### config.mk
export PLATFORM = sky130hd
export DESIGN_NAME = retire_event_sampler
export DESIGN_NICKNAME = d
export VERILOG_FILES = /design/src/rtl/pmu_pkg.sv /design/src/rtl/pmu_event_sel.sv /design/src/rtl/pmu_counter.sv /design/src/rtl/pmu_sample_buf.sv /design/src/rtl/retire_event_sampler.sv
export SDC_FILE = /design/constraint.sdc
export NUM_CORES = 1
export LEC_CHECK = 0
export ABC_AREA = 1
export BUFFER_PORTS_ARGS = -buffer_cell sky130_fd_sc_hd__buf_4
export CELL_PAD_IN_SITES_DETAIL_PLACEMENT = 0
export CELL_PAD_IN_SITES_GLOBAL_PLACEMENT = 1
export CORE_MARGIN = 4
export CORE_UTILIZATION = 44
export CTS_CLUSTER_SIZE = 30
export DETAILED_ROUTE_END_ITERATION = 12
export MAX_ROUTING_LAYER = met4
export PLACE_DENSITY = 0.88
export SLEW_MARGIN = 40
export SYNTH_ARGS = -nofsm -noshare
export SYNTH_HDL_FRONTEND = slang
export SYNTH_SLANG_ARGS = --single-unit
### constraint.sdc
create_clock -name clk_i -period 5.4 [get_ports clk_i]
set_input_delay 0.54 -clock clk_i [delete_from_list [all_inputs] [get_ports clk_i]]
set_output_delay 0.54 -clock clk_i [all_outputs]
set_load 0.005 [all_outputs]
### src/rtl/pmu_pkg.sv
package pmu_pkg;
    typedef enum logic [1:0] {
        EV_CYCLES = 2'd0,
        EV_INSTR  = 2'd1,
        EV_MISP   = 2'd2,
        EV_NONE   = 2'd3
    } ev_sel_e;

    localparam logic [3:0] RA_CTRL   = 4'd0;
    localparam logic [3:0] RA_RELOAD = 4'd1;
    localparam logic [3:0] RA_THRESH = 4'd2;
    localparam logic [3:0] RA_COUNT  = 4'd3;
    localparam logic [3:0] RA_BASE   = 4'd4;
    localparam logic [3:0] RA_LIMIT  = 4'd5;
    localparam logic [3:0] RA_WPTR   = 4'd6;
    localparam logic [3:0] RA_STATUS = 4'd7;
    localparam logic [3:0] RA_SPC    = 4'd8;
    localparam logic [3:0] RA_TS     = 4'd9;
endpackage

### src/rtl/pmu_event_sel.sv
module pmu_event_sel
    import pmu_pkg::*;
#(
    parameter int DW = 32
) (
    input  logic          clk_i,
    input  logic          rst_ni,
    input  ev_sel_e       sel_i,
    input  logic          halted_i,
    input  logic          v0_i,
    input  logic [DW-1:0] p0_i,
    input  logic          m0_i,
    input  logic          v1_i,
    input  logic [DW-1:0] p1_i,
    input  logic          m1_i,
    output logic [1:0]    inc_o,
    output logic [DW-1:0] pc_o
);
    typedef struct packed {
        logic [DW-1:0] last_pc;
    } st_t;

    st_t st_d, st_q;
    logic [1:0]    n_ret, n_misp;
    logic [DW-1:0] young_ret_pc, young_misp_pc;

    always_comb begin
        st_d          = st_q;
        n_ret         = {1'b0, v0_i} + {1'b0, v1_i};
        n_misp        = {1'b0, v0_i & m0_i} + {1'b0, v1_i & m1_i};
        young_ret_pc  = v1_i ? p1_i : (v0_i ? p0_i : st_q.last_pc);
        young_misp_pc = (v1_i & m1_i) ? p1_i : p0_i;
        inc_o         = 2'd0;
        pc_o          = young_ret_pc;
        case (sel_i)
            EV_CYCLES: inc_o = {1'b0, ~halted_i};
            EV_INSTR:  inc_o = n_ret;
            EV_MISP: begin
                inc_o = n_misp;
                pc_o  = young_misp_pc;
            end
            default:   inc_o = 2'd0;
        endcase
        if (v0_i | v1_i) st_d.last_pc = young_ret_pc;
    end

    always_ff @(posedge clk_i or negedge rst_ni) begin
        if (!rst_ni) st_q <= '0;
        else         st_q <= st_d;
    end

    p_inc_range_r2: assert property (@(posedge clk_i) disable iff (!rst_ni)
        inc_o != 2'd3);
    p_halted_no_count_r3: assert property (@(posedge clk_i) disable iff (!rst_ni)
        (sel_i == EV_CYCLES && halted_i) |-> inc_o == 2'd0);
    p_misp_needs_retire_r4: assert property (@(posedge clk_i) disable iff (!rst_ni)
        (sel_i == EV_MISP && !v0_i && !v1_i) |-> inc_o == 2'd0);
endmodule

### src/rtl/pmu_counter.sv
module pmu_counter #(
    parameter int CW = 32
) (
    input  logic          clk_i,
    input  logic          rst_ni,
    input  logic          en_i,
    input  logic          up_i,
    input  logic [1:0]    inc_i,
    input  logic [CW-1:0] reload_i,
    input  logic [CW-1:0] thresh_i,
    input  logic          wr_i,
    input  logic [CW-1:0] wdata_i,
    output logic [CW-1:0] count_o,
    output logic          fire_o
);
    typedef struct packed {
        logic [CW-1:0] count;
    } st_t;

    st_t st_d, st_q;
    logic [CW-1:0] incw, sum;

    always_comb begin
        st_d   = st_q;
        fire_o = 1'b0;
        incw   = CW'(inc_i);
        sum    = st_q.count + incw;
        if (en_i && inc_i != 2'd0) begin
            if (up_i) begin
                if (sum >= thresh_i) begin
                    fire_o     = 1'b1;
                    st_d.count = reload_i;
                end else begin
                    st_d.count = sum;
                end
            end else begin
                if (st_q.count <= incw) begin
                    fire_o     = 1'b1;
                    st_d.count = reload_i;
                end else begin
                    st_d.count = st_q.count - incw;
                end
            end
        end
        if (wr_i) st_d.count = wdata_i;
    end

    always_ff @(posedge clk_i or negedge rst_ni) begin
        if (!rst_ni) st_q <= '0;
        else         st_q <= st_d;
    end

    assign count_o = st_q.count;

    p_down_decreases_r5: assert property (@(posedge clk_i) disable iff (!rst_ni)
        (en_i && !up_i && inc_i != 2'd0 && !fire_o && !wr_i) |=> st_q.count < $past(st_q.count));
    p_up_below_thresh_r6: assert property (@(posedge clk_i) disable iff (!rst_ni)
        (en_i && up_i && inc_i != 2'd0 && !fire_o && !wr_i) |=> st_q.count < $past(thresh_i));
    p_fire_reloads_r5: assert property (@(posedge clk_i) disable iff (!rst_ni)
        (fire_o && !wr_i) |=> st_q.count == $past(reload_i));
endmodule

### src/rtl/pmu_sample_buf.sv
module pmu_sample_buf #(
    parameter int DW  = 32,
    parameter int TSW = 16,
    localparam int RECW = 2 + DW + TSW
) (
    input  logic            clk_i,
    input  logic            rst_ni,
    input  logic            fire_i,
    input  logic [1:0]      ev_i,
    input  logic [DW-1:0]   pc_i,
    input  logic [TSW-1:0]  ts_i,
    input  logic            base_wr_i,
    input  logic [DW-1:0]   base_i,
    input  logic [DW-1:0]   limit_i,
    output logic            mem_we_o,
    output logic [DW-1:0]   mem_addr_o,
    output logic [RECW-1:0] mem_wdata_o,
    output logic [DW-1:0]   wptr_o,
    output logic            full_set_o
);
    typedef struct packed {
        logic [DW-1:0]   wptr;
        logic            full;
        logic            we;
        logic [DW-1:0]   addr;
        logic [RECW-1:0] data;
    } st_t;

    st_t st_d, st_q;
    logic [DW-1:0] nxt_ptr;

    always_comb begin
        st_d       = st_q;
        st_d.we    = 1'b0;
        full_set_o = 1'b0;
        nxt_ptr    = st_q.wptr + 1'b1;
        if (fire_i && !st_q.full) begin
            st_d.we   = 1'b1;
            st_d.addr = st_q.wptr;
            st_d.data = {ev_i, pc_i, ts_i};
            st_d.wptr = nxt_ptr;
            if (nxt_ptr >= limit_i) begin
                st_d.full  = 1'b1;
                full_set_o = 1'b1;
            end
        end
        if (base_wr_i) begin
            st_d.wptr = base_i;
            st_d.full = 1'b0;
        end
    end

    always_ff @(posedge clk_i or negedge rst_ni) begin
        if (!rst_ni) st_q <= '0;
        else         st_q <= st_d;
    end

    assign mem_we_o    = st_q.we;
    assign mem_addr_o  = st_q.addr;
    assign mem_wdata_o = st_q.data;
    assign wptr_o      = st_q.wptr;

    p_no_write_when_full_r9: assert property (@(posedge clk_i) disable iff (!rst_ni)
        st_q.full |=> !st_q.we);
    p_wptr_step_r8: assert property (@(posedge clk_i) disable iff (!rst_ni)
        (fire_i && !st_q.full && !base_wr_i) |=> (st_q.we && st_q.wptr == $past(st_q.wptr) + 1'b1));
endmodule

### src/rtl/retire_event_sampler.sv
module retire_event_sampler
    import pmu_pkg::*;
#(
    parameter int DW  = 32,
    parameter int TSW = 16
) (
    input  logic                  clk_i,
    input  logic                  rst_ni,
    input  logic                  halted_i,
    input  logic                  ret0_vld_i,
    input  logic [DW-1:0]         ret0_pc_i,
    input  logic                  ret0_misp_i,
    input  logic                  ret1_vld_i,
    input  logic [DW-1:0]         ret1_pc_i,
    input  logic                  ret1_misp_i,
    input  logic                  cfg_we_i,
    input  logic [3:0]            cfg_addr_i,
    input  logic [DW-1:0]         cfg_wdata_i,
    input  logic [3:0]            cfg_raddr_i,
    output logic [DW-1:0]         cfg_rdata_o,
    output logic                  irq_o,
    output logic                  mem_we_o,
    output logic [DW-1:0]         mem_addr_o,
    output logic [2+DW+TSW-1:0]   mem_wdata_o
);
    typedef struct packed {
        logic          en;
        logic          up;
        logic          bufm;
        ev_sel_e       ev;
        logic [DW-1:0] reload;
        logic [DW-1:0] thresh;
        logic [DW-1:0] base;
        logic [DW-1:0] limit;
        logic          ovf_pend;
        logic          full_pend;
        logic [DW-1:0] spc;
        logic [TSW-1:0] ts;
    } st_t;

    st_t st_d, st_q;

    logic [1:0]    inc;
    logic [DW-1:0] sel_pc, count, wptr;
    logic          fire, full_set, cnt_wr, base_wr, status_wr;

    assign cnt_wr    = cfg_we_i && cfg_addr_i == RA_COUNT;
    assign base_wr   = cfg_we_i && cfg_addr_i == RA_BASE;
    assign status_wr = cfg_we_i && cfg_addr_i == RA_STATUS;

    pmu_event_sel #(.DW(DW)) u_sel (
        .clk_i(clk_i), .rst_ni(rst_ni), .sel_i(st_q.ev), .halted_i(halted_i),
        .v0_i(ret0_vld_i), .p0_i(ret0_pc_i), .m0_i(ret0_misp_i),
        .v1_i(ret1_vld_i), .p1_i(ret1_pc_i), .m1_i(ret1_misp_i),
        .inc_o(inc), .pc_o(sel_pc)
    );

    pmu_counter #(.CW(DW)) u_cnt (
        .clk_i(clk_i), .rst_ni(rst_ni), .en_i(st_q.en), .up_i(st_q.up),
        .inc_i(inc), .reload_i(st_q.reload), .thresh_i(st_q.thresh),
        .wr_i(cnt_wr), .wdata_i(cfg_wdata_i), .count_o(count), .fire_o(fire)
    );

    pmu_sample_buf #(.DW(DW), .TSW(TSW)) u_buf (
        .clk_i(clk_i), .rst_ni(rst_ni), .fire_i(fire && st_q.bufm),
        .ev_i(st_q.ev), .pc_i(sel_pc), .ts_i(st_q.ts),
        .base_wr_i(base_wr), .base_i(cfg_wdata_i), .limit_i(st_q.limit),
        .mem_we_o(mem_we_o), .mem_addr_o(mem_addr_o), .mem_wdata_o(mem_wdata_o),
        .wptr_o(wptr), .full_set_o(full_set)
    );

    always_comb begin
        st_d    = st_q;
        st_d.ts = st_q.ts + 1'b1;
        if (cfg_we_i) begin
            case (cfg_addr_i)
                RA_CTRL: begin
                    st_d.en   = cfg_wdata_i[0];
                    st_d.up   = cfg_wdata_i[1];
                    st_d.bufm = cfg_wdata_i[2];
                    st_d.ev   = ev_sel_e'(cfg_wdata_i[5:4]);
                end
                RA_RELOAD: st_d.reload = cfg_wdata_i;
                RA_THRESH: st_d.thresh = cfg_wdata_i;
                RA_BASE:   st_d.base   = cfg_wdata_i;
                RA_LIMIT:  st_d.limit  = cfg_wdata_i;
                RA_STATUS: begin
                    if (cfg_wdata_i[0]) st_d.ovf_pend  = 1'b0;
                    if (cfg_wdata_i[1]) st_d.full_pend = 1'b0;
                end
                default: ;
            endcase
        end
        if (fire) begin
            st_d.spc = sel_pc;
            if (!st_q.bufm) st_d.ovf_pend = 1'b1;
        end
        if (full_set) st_d.full_pend = 1'b1;
    end

    always_ff @(posedge clk_i or negedge rst_ni) begin
        if (!rst_ni) st_q <= '0;
        else         st_q <= st_d;
    end

    always_comb begin
        cfg_rdata_o = '0;
        case (cfg_raddr_i)
            RA_CTRL:   cfg_rdata_o = DW'({st_q.ev, 1'b0, st_q.bufm, st_q.up, st_q.en});
            RA_RELOAD: cfg_rdata_o = st_q.reload;
            RA_THRESH: cfg_rdata_o = st_q.thresh;
            RA_COUNT:  cfg_rdata_o = count;
            RA_BASE:   cfg_rdata_o = st_q.base;
            RA_LIMIT:  cfg_rdata_o = st_q.limit;
            RA_WPTR:   cfg_rdata_o = wptr;
            RA_STATUS: cfg_rdata_o = DW'({st_q.full_pend, st_q.ovf_pend});
            RA_SPC:    cfg_rdata_o = st_q.spc;
            RA_TS:     cfg_rdata_o = DW'(st_q.ts);
            default:   cfg_rdata_o = '0;
        endcase
    end

    assign irq_o = st_q.ovf_pend | st_q.full_pend;

    p_irq_level_r7: assert property (@(posedge clk_i) disable iff (!rst_ni)
        (st_q.ovf_pend && !(status_wr && cfg_wdata_i[0])) |=> st_q.ovf_pend);
    p_buf_mode_no_ovf_r8: assert property (@(posedge clk_i) disable iff (!rst_ni)
        (!st_q.ovf_pend && st_q.bufm && !(cfg_we_i && cfg_addr_i == RA_CTRL)) |=> !st_q.ovf_pend);
endmodule

# ---- After elaboration in Yosys (flattened, before gate mapping)
# Index checks and enable logic that the tools add are counted.
dict set report totals {
  wordCells 100
  register_bits 363
  output_inout_bits 116
  in_bits 112
}
dict set report op_classes {
  n_lt_le_gt_ge 3
  n_addsub 6
  mux 27
  n_eq_ne 17
  n_reduce_logical 23
  bitwise 5
}
# op n
set ops {}
lappend ops {{$pmux W32 S10} 1}
lappend ops {{$mux W32} 9}
lappend ops {{$mux W116} 1}
lappend ops {{$ge A32 B32 Y1} 2}
lappend ops {{$mux W33} 1}
lappend ops {{$add A32 B1 Y32 const B} 1}
lappend ops {{$add A32 B2 Y32} 1}
lappend ops {{$le A32 B2 Y1} 1}
lappend ops {{$sub A32 B2 Y32} 1}
lappend ops {{$eq A4 B3 Y1 const B} 7}
lappend ops {{$add A16 B1 Y16 const B} 1}
lappend ops {{$eq A4 B2 Y1 const B} 4}
lappend ops {{$reduce_bool A2 Y1} 7}
lappend ops {{$mux W1} 12}
lappend ops {{$reduce_and A2 Y1} 6}
lappend ops {{$eq A4 B1 Y1 const B} 2}
lappend ops {{$eq A4 B4 Y1 const B} 2}
lappend ops {{$logic_not A4 Y1} 2}
lappend ops {{$pmux W2 S3} 1}
lappend ops {{$logic_and A1 B1 Y1} 5}
lappend ops {{$add A1 B1 Y2} 2}
lappend ops {{$mux W2} 2}
lappend ops {{$reduce_and A3 Y1} 1}
lappend ops {{$and A1 B1 Y1} 2}
lappend ops {{6 further kinds} 7}

# ---- Depth between registers and ports, before layout
# Gate-level depths: netlist (run 1).
dict set report logic_depth {
  depth_word 13
  mapped_depth 33
  mapped_depth_nobuf 31
}

# ---- Modules after synthesis
# A second synthesis (run 1) with hierarchy kept.
dict set report hier_totals {
  cells_unflattened 3790
  hier_area_um2 25001.5
}
# mod seq_area_each_um2 cells_per_inst area_per_inst_um2 n_inst
set modules_own_cells {}
lappend modules_own_cells {retire_event_sampler 4579.4 1231 9092.5 1}
lappend modules_own_cells {pmu_sample_buf 2902.8 941 7200.7 1}
lappend modules_own_cells {pmu_counter 800.8 1131 5879.4 1}
lappend modules_own_cells {pmu_event_sel 800.8 487 2829.0 1}

# ---- Least setup slack after synthesis (run 1)
# OpenSTA, ideal clock, no wires.
dict set report synth_timing {
  kind {input port to flip-flop}
  startpoint {input port ret1_misp_i}
  endpoint {register u_cnt.st_q (netlist bit u_cnt.count_o[14])}
  required_time_ps 5334
  slack_ps 899
  cell_stages 28
  setup_time_ps 66
  n_path_buf 2
  arrival_time_ps 4436
  path_cell_list {nand2_1 -> clkbuf_1 -> inv_1 -> ha_1 -> inv_1 -> o22ai_1 -> inv_1 -> ha_1 -> o21bai_1 -> nand2_1 -> nor2_1 -> nand2_1 -> nor2_1 -> nand2_1 -> o21ai_0 -> inv_1 -> ha_1 -> a21oi_1 -> o21a_1 -> nand2_1 -> a21oi_1 -> nand3_1 -> inv_1 -> clkbuf_1 -> nand2_1 -> nand3_1 -> nand2_1 -> nand2_1}
}
dict set report synth_via {
  elab_chain_cells 9
  word_cells_on_any_way 15
  classes_between {add/sub (3); order compare (2); mux (6); bitwise (1); reduce/logical (3)}
}
# item line
set synth_lines {}
lappend synth_lines {{from (decl)} retire_event_sampler.sv:15} ;# input logic ret1_misp_i,
lappend synth_lines {{$and A1 B1 Y1 *} pmu_event_sel.sv:30} ;# n_misp = {1'b0, v0_i & m0_i} + {1'b0, v1_i & m1_i};
lappend synth_lines {{$add A1 B1 Y2 *} pmu_event_sel.sv:30}
lappend synth_lines {{$pmux W2 S3 *} pmu_event_sel.sv:35} ;# case (sel_i)
lappend synth_lines {{$add A32 B2 Y32} pmu_counter.sv:27} ;# sum = st_q.count + incw;
lappend synth_lines {{$ge A32 B32 Y1} pmu_counter.sv:30} ;# if (sum >= thresh_i) begin
lappend synth_lines {{$mux W32} pmu_counter.sv:30}
lappend synth_lines {{$mux W32} pmu_counter.sv:29} ;# if (up_i) begin
lappend synth_lines {{$mux W32} pmu_counter.sv:28} ;# if (en_i && inc_i != 2'd0) begin
lappend synth_lines {{$mux W32} pmu_counter.sv:45} ;# if (wr_i) st_d.count = wdata_i;
lappend synth_lines {{to (signal assigned)} pmu_counter.sv:50} ;# else st_q <= st_d;
lappend synth_lines {{to (decl)} pmu_counter.sv:20} ;# st_t st_d, st_q;
# Mark *: on every way between the ends. The rest lies on a longest branch, timed or not. The select of a mux whose other input is x is not followed.
# A chain may end at the register's enable or synchronous reset.

# ---- Worst setup path after layout (run 1)
dict set report layout_timing {
  startpoint {register st_q[178] (netlist name)}
  endpoint {register u_buf.st_q (netlist bit u_buf.wptr_o[6])}
}
dict set report layout_via {
  elab_chain_cells 10
  word_cells_on_any_way 16
  classes_between {add/sub (1); order compare (2); eq/ne (2); mux (5); reduce/logical (6)}
}
# item line
set layout_lines {}
lappend layout_lines {{from (decl)} retire_event_sampler.sv:41} ;# st_t st_d, st_q;
lappend layout_lines {{from (signal assigned)} retire_event_sampler.sv:103} ;# else st_q <= st_d;
lappend layout_lines {{$eq A2 B2 Y1 (tied with other cells)} pmu_event_sel.sv:35}
lappend layout_lines {{$pmux W2 S3 *} pmu_event_sel.sv:35}
lappend layout_lines {{$add A32 B2 Y32} pmu_counter.sv:27}
lappend layout_lines {{$ge A32 B32 Y1} pmu_counter.sv:30}
lappend layout_lines {{$mux W1} pmu_counter.sv:30}
lappend layout_lines {{$mux W1} pmu_counter.sv:29}
lappend layout_lines {{$mux W1 *} pmu_counter.sv:28}
lappend layout_lines {{$logic_and A1 B1 Y1 *} retire_event_sampler.sv:65} ;# .clk_i(clk_i), .rst_ni(rst_ni), .fire_i(fire && st_q.bufm),
lappend layout_lines {{$logic_and A1 B1 Y1 *} pmu_sample_buf.sv:37} ;# if (fire_i && !st_q.full) begin
lappend layout_lines {{$reduce_bool A2 Y1 (no line) *} -}
lappend layout_lines {{to (signal assigned)} pmu_sample_buf.sv:55} ;# else st_q <= st_d;
lappend layout_lines {{to (decl)} pmu_sample_buf.sv:29} ;# st_t st_d, st_q;
# Mark *: on every way between the ends. The rest lies on a longest branch, timed or not.

==> impl_metrics.toml, run 1 <==
[clock_tree]
clockRootBuffer = "clkbuf_16"
worst_setup_hold_path_clk_slew_ns = 0.06
cts_tree = "done"
clk_latency_ns = 0.59
cts_sinks = 363
cts_inserted_buffers = 43
cts_setup_buffers = 0
h-tree-depth = 2
cts_buffer_depth = 3

[critical_path]
ff2ff_path_depth = 25
crit_arrival_ns = 5.57
r2r_end = "u_buf.wptr_o[6]"
critPathRequiredTime_ns = 5.91
crit_path_end_kind = "register"
path_class = "register to register"
worstSetupStartpointType = "register"
timing.rr.start = "st_q[178]"
regToRegSetupSlack_ns = 0.34
path_max_fanout = 53

[detailed_routing]
first_pass_iters = 6
drc = 0
routed_wl_um = 86500
dr.first_iter.drc_count = 2436
antenna_left = 0
drt-wirelength-per-cell_um = 22.40
vias = 21680
viasPerCell = 5.615

[power]
p_sw_mw = 4.622
leakage_nw = 13.00
p_int_mw = 6.853
power.density_nw_per_um2 = 443.6
vdd_drop_max_v = 0.0002329
comb_power_share = 0.360
clkPwrFrac = 0.282
seqPwrFrac = 0.358
sw_frac_of_total = 0.4028
power_mw = 11.48

[logic_synthesis]
synth-seq-cells = 363
syn-cell-area_um2 = 22480
async_reset_ff_frac = 1.000
synth-main-ff-cell = "dfrtp_1"
synth_cell_types = 49
syn_inst = 3070
synth_nets = 3257
yosysWarnings = 0
syn_area_per_cell_um2 = 7.324
synthTopCellsByArea = "dfrtp_1 (40%), nand2_1 (14%), o21ai_0 (7.7%)"
yosys.area.top_type = "dfrtp_1"
synth-edff-count = 0
yosysSeqAreaShare = 0.4040
yosysTopAreaCellShare = 0.4040

[final_layout]
layout_common_cells = "nand2_1 (859), inv_1 (379), dfrtp_1 (363)"
final_common_cell = "nand2_1"
area_growth_pct = 15.06
drive_gt1_frac = 0.1255
fillers = 4935
final_cells = 3861
layout.nets = 3345

[worst_hold_path]
min_delay_path_depth = 3
whs_endpoint = "st_q[81]"
hold_class = "input port to register"
hp-start = "cfg_wdata_i[31]"

[sta]
fmax_mhz = 197.6
tightest_slew_ns = 0.9009
timing.final.crit_period_ns = 5.060
finalSetupViolations = 0
finalHoldViolations = 0
relSlewSlack = 0.3931
slew_violations = 0
period_share = 0.9370
fin_skew_ns = 0.01918

[place]
gp_congestion = 0.9584
dp_hpwl_um = 65930
io_buffers = 227
dpl.cell_count = 3784

[die]
die_w_um = 234.1
die_area_um2 = 54780
core_region_area_um2 = 50380
ios = 228
start_util = 0.4463
dieHeight_um = 234.1
rows = 82

[global_route]
antenna_found_initial = 1
grt_usage = 0.3222
grt_pass1_vias = 20750
grt_max_degree = 118
grt_pass1_wl_um = 130000
overflow = 0

[run]
maxCapViolCount = 0

[status]
run_status = "finished, final reports clean"
-- state kept, by name (all words and copies together) (netlist names) --
register,count
u_buf.mem_addr_o,32
u_buf.st_q,1
u_buf.wptr_o,32
u_cnt.count_o,32
u_buf.mem_wdata_o,50
u_sel.st_q,32
u_buf.mem_we_o,1
st_q,183
-- layer usage --
layer | wire length [um] | vias to the layer above | GRT usage
li1 | - | 10110 | -
met4 | 2894 | 0 | 0.09766
met2 | 40380 | 1039 | 0.5162
met5 | 0 | - | -
met3 | 6570 | 151 | 0.04373
met1 | 36650 | 10380 | 0.4286
-- logic make-up after synthesis --
logic type | count (synthesis) | synth area share
flops | 363 | 0.4040
xor+xnor | 80 | 0.03116
compound gates | 618 | 0.1545
simple gates | 1304 | 0.2420
fa+ha+maj | 75 | 0.04240
buf+inv | 630 | 0.1259
-- how the worst max path moves through the flow --
stage               slack [ns]   startpoint           endpoint  cells past startpoint
floorplan                 0.90  ret1_misp_i  u_cnt.count_o[14]                     28
global placement          0.13   ret0_vld_i  u_cnt.count_o[26]                     30
detailed placement        0.09   ret0_vld_i    u_buf.wptr_o[6]                     26
CTS                       0.34    st_q[178]    u_buf.wptr_o[6]                     23
global route             -0.01    st_q[178]    u_buf.wptr_o[6]                     25
finish                    0.34    st_q[178]    u_buf.wptr_o[6]                     25
-- synthesized netlist by cell type, types with 3 or more instances --
library cell / n
buf_1: 11
dfrtp_1: 363
o221ai_1: 5
buf_2: 45
inv_2: 5
ha_1: 73
nor2_1: 143
xnor2_1: 8
nor2_4: 6
nand2_1: 860
o22ai_1: 70
nand4_1: 28
nand2_2: 3
o2111ai_1: 6
buf_4: 83
o21ai_1: 10
nor3_1: 41
nor2_2: 9
or2_2: 4
a221oi_1: 16
inv_1: 382
o211ai_1: 47
o21ai_0: 344
xor2_1: 72
clkbuf_1: 90
nand3_1: 187
a2111o_1: 7
nor4_1: 11
a21oi_1: 102
buf_6: 13
-- final cells by class --
class | count | area, um^2 | share of cell area
well taps | 672 | 840.8 | 0.03250
inverters | 388 | 1456 | 0.05630
multi-input cells | 2077 | 10630 | 0.4110
diodes | 1 | 2.502 | 0.00009673
clock buffers | 58 | 1242 | 0.04803
flip-flops and latches | 363 | 9084 | 0.3511
repair buffers | 285 | 2307 | 0.08919
clock inverters | 17 | 304.0 | 0.01175
-- worst max-delay path, cell delays in order (launching register included) --
cell,delay [ns]
dfrtp_1,0.46
inv_1,0.10
nand2_1,0.10
o22ai_1,0.35
inv_1,0.09
ha_1,0.30
o21bai_1,0.16
nand2_1,0.22
nor2_1,0.20
nand2_1,0.12
nor2_1,0.15
nand2_1,0.15
o21ai_0,0.45
inv_1,0.10
ha_1,0.31
a21oi_1,0.19
o21a_1,0.13
nand2_1,0.04
a21oi_1,0.12
buf_4,0.13
nand3_1,0.20
buf_4,0.25
nand4_4,0.18
buf_12,0.25
nand3_1,0.10
nand3_1,0.12
-- repair_timing --
| item | CTS | global route |
|---|---|---|
| hold endpoints to repair | 49 | 0 |
| hold buffers | 1 | 0 |
| endpoints found under the setup margin | 0 | 28 |
| resized for setup | 0 | 1 |
-- metrics by stage --
stage | hold WS, ns | setup TNS [ns] | util | setup slack, ns | area [um^2]
2_1_floorplan | 0.2444 | 0 | - | 0.8986 | 22480
3_3_place_gp | 0.4558 | 0 | 0.4815 | 0.1322 | 24260
3_5_place_dp | 0.4588 | 0 | 0.4824 | 0.08917 | 24300
4_1_cts | 0.1656 | 0 | 0.5133 | 0.3353 | 25860
5_1_grt | 0.1871 | -0.01945 | 0.5135 | -0.01359 | 25870
6_report | 0.1923 | 0 | 0.5135 | 0.3404 | 25870
-- power groups by stage --
| stage | clock [mW] | combinational (mW) | sequential, mW |
|---|---|---|---|
| floorplan | 0 | 2.94 | 3.73 |
| global placement | 0 | 4.02 | 4.12 |
| detailed placement | 0 | 4.08 | 4.13 |
| CTS | 3.27 | 4.11 | 4.09 |
| global route | 3.38 | 4.67 | 4.18 |
| finish | 3.23 | 4.13 | 4.11 |
(Power assumes the default switching activity.)
==> run 2: changes to the inputs <==
--- a/config.mk
+++ b/config.mk
@@ -9,6 +9,7 @@
 export BUFFER_PORTS_ARGS = -buffer_cell sky130_fd_sc_hd__buf_4
 export CELL_PAD_IN_SITES_DETAIL_PLACEMENT = 0
 export CELL_PAD_IN_SITES_GLOBAL_PLACEMENT = 1
+export CORE_ASPECT_RATIO = 0.7
 export CORE_MARGIN = 4
 export CORE_UTILIZATION = 44
 export CTS_CLUSTER_SIZE = 30
==> run 2 against run 1 <==
  * Total power decreased by 3.9%
  * Hold slack improved by 0.033 ns
  * Global-route usage down 0.86 points
  * Setup slack worse by 0.013 ns
  * Via count about the same
  * Maximum frequency is 0.26% lower
  * Sequential power barely moved
  * Critical endpoint is now u_cnt.count_o[24]
  * Clock skew fell by 0.0057 ns
  * Utilization down 0.79 points
  * Sequential share of layout area grew 0.34 points
==> impl_metrics.toml, run 2 (same netlist as run 1, synthesis figures left out) <==
[critical_path]
regToRegSetupSlack_ns = 0.33
crit_path_end_kind = "register"
ff2ff_path_depth = 28
timing.critical_path.mode_cell = "nand2_1"
critPathRequiredTime_ns = 5.83
timing.rr.start = "st_q[178]"
worstSetupStartpointType = "register"
r2r_end = "u_cnt.count_o[24]"
critPathMaxStageDelay_ns = 0.52
path_max_fanout = 7
crit_arrival_ns = 5.50
cpMaxStageDelayCell = "dfrtp_1"
path_class = "register to register"

[final_layout]
area_growth_pct = 13.96
layout_common_cells = "nand2_1 (859), inv_1 (381), dfrtp_1 (363)"
regMostFlops = "st_q"
drive_gt1_frac = 0.1237
layout.nets = 3343
final_common_cell = "nand2_1"
largest_reg_flops = 183
antenna_cells = 0

[global_route]
antenna_found_initial = 0
grt_max_degree = 125
overflow = 0
grt_pass1_vias = 20810
grt_usage = 0.3136
grt_pass1_wl_um = 128700

[sta]
fmax_mhz = 197.1
relSlewSlack = 0.4232
finalSetupViolations = 0
fin_skew_ns = 0.01345
finalHoldViolations = 0
timing.final.crit_period_ns = 5.073
period_share = 0.9394
final.setup.tns_ns = 0
slew_violations = 0
rsz0062_at_grt = "false"
tightest_slew_ns = 0.8561

[die]
rows = 69
core_region_area_um2 = 50680
dieHeight_um = 197.1
start_util = 0.4437
die_area_um2 = 54840
ios = 228
die_w_um = 278.2

[detailed_routing]
vias = 21680
antenna_left = 0
drt-wirelength-per-cell_um = 22.10
routed_wl_um = 85300
drc = 0
first_pass_iters = 6
dr.first_iter.drc_count = 2459
viasPerCell = 5.617

[place]
dp_hpwl_um = 65860
gp_congestion = 1.004
io_buffers = 227

[power]
comb_power_share = 0.378
power_mw = 11.02
p_int_mw = 6.424
vdd_drop_max_v = 0.0002313
power.density_nw_per_um2 = 430.3
leakage_nw = 12.87
p_sw_mw = 4.601
sw_frac_of_total = 0.4173
seqPwrFrac = 0.373
clkPwrFrac = 0.249

[worst_hold_path]
hold_class = "input port to register"
whs_endpoint = "st_q[70]"
min_delay_path_depth = 3
hp-start = "cfg_wdata_i[20]"

[run]
maxCapViolCount = 0

[clock_tree]
cts_inserted_buffers = 39
cts_tree = "done"
clk_latency_ns = 0.56
h-tree-depth = 2
cts_buffer_depth = 3
cts_sinks = 363
worst_setup_hold_path_clk_slew_ns = 0.06
cts_setup_buffers = 0
clockRootBuffer = "clkbuf_16"

[status]
run_status = "finished, final reports clean"
run 2: per-stage QoR:
step / instance area (um^2) / hold slack [ns] / std cells / setup slack, ns / utilization
6_report: 25620 / 0.2252 / 3859 / 0.3274 / 0.5056
5_1_grt: 25620 / 0.2221 / 3859 / 0.008407 / 0.5056
4_1_cts: 25560 / 0.03196 / 3857 / 0.2902 / 0.5043
3_5_place_dp: 24260 / 0.4599 / 3787 / 0.1486 / 0.4787
3_3_place_gp: 24260 / 0.4540 / 3787 / 0.1863 / 0.4787
2_1_floorplan: 22480 / 0.2444 / 3070 / 0.8986 / -
run 2: power by group through the flow:
stage | clock network [mW] | registers (mW) | logic [mW]
CTS | 2.78 | 4.09 | 4.11
global placement | 0 | 4.11 | 4.01
floorplan | 0 | 3.73 | 2.94
finish | 2.74 | 4.11 | 4.17
global route | 2.89 | 4.18 | 4.70
detailed placement | 0 | 4.13 | 4.07
run 2: area by class of cell:
| class | instances | area (um^2) |
|---|---|---|
| fill | 5041 | 25060 |
| multi-input combinational | 2077 | 10630 |
| sequential | 363 | 9084 |
| timing repair buffer | 287 | 2313 |
| inverter | 388 | 1456 |
| clock buffer | 57 | 1175 |
| tap | 674 | 843.3 |
| clock inverter | 13 | 121.4 |
run 2: worst max-delay path by stage:
| stage | start | to | cells past startpoint |
|---|---|---|---|
| 6_report | st_q[178] | u_cnt.count_o[24] | 28 |
| 4_1_cts | st_q[178] | u_buf.wptr_o[10] | 25 |
| 3_5_place_dp | ret1_vld_i | u_buf.mem_addr_o[20] | 28 |
| 2_1_floorplan | ret1_misp_i | u_cnt.count_o[14] | 28 |
| 3_3_place_gp | ret1_vld_i | u_cnt.count_o[24] | 29 |
| 5_1_grt | st_q[178] | u_cnt.count_o[24] | 28 |
run 2: layer usage:
layer	vias up	GRT usage	wire, um
met4	0	0.08199	2227
li1	10080	-	-
met3	119	0.07514	7920
met1	10530	0.4454	38970
met5	-	-	0
met2	948	0.4515	36180
run 2: what timing repair did:
item / 4_1_cts / 5_1_grt
hold endpoints to repair: 0 / 26
hold buffers: 0 / 1
resized for setup: 0 / 4
endpoints found under the setup margin: 0 / 151
run 2: critical path: cells and delay by family (launching register included):
family / cells / cell delay (ns)
AND/OR/NAND/NOR: 13 / 1.74
buffers and inverters: 7 / 1.14
AO/OA/AOI/OAI: 6 / 0.90
adder cells (fa/ha/maj): 2 / 0.64
flip-flops: 1 / 0.52
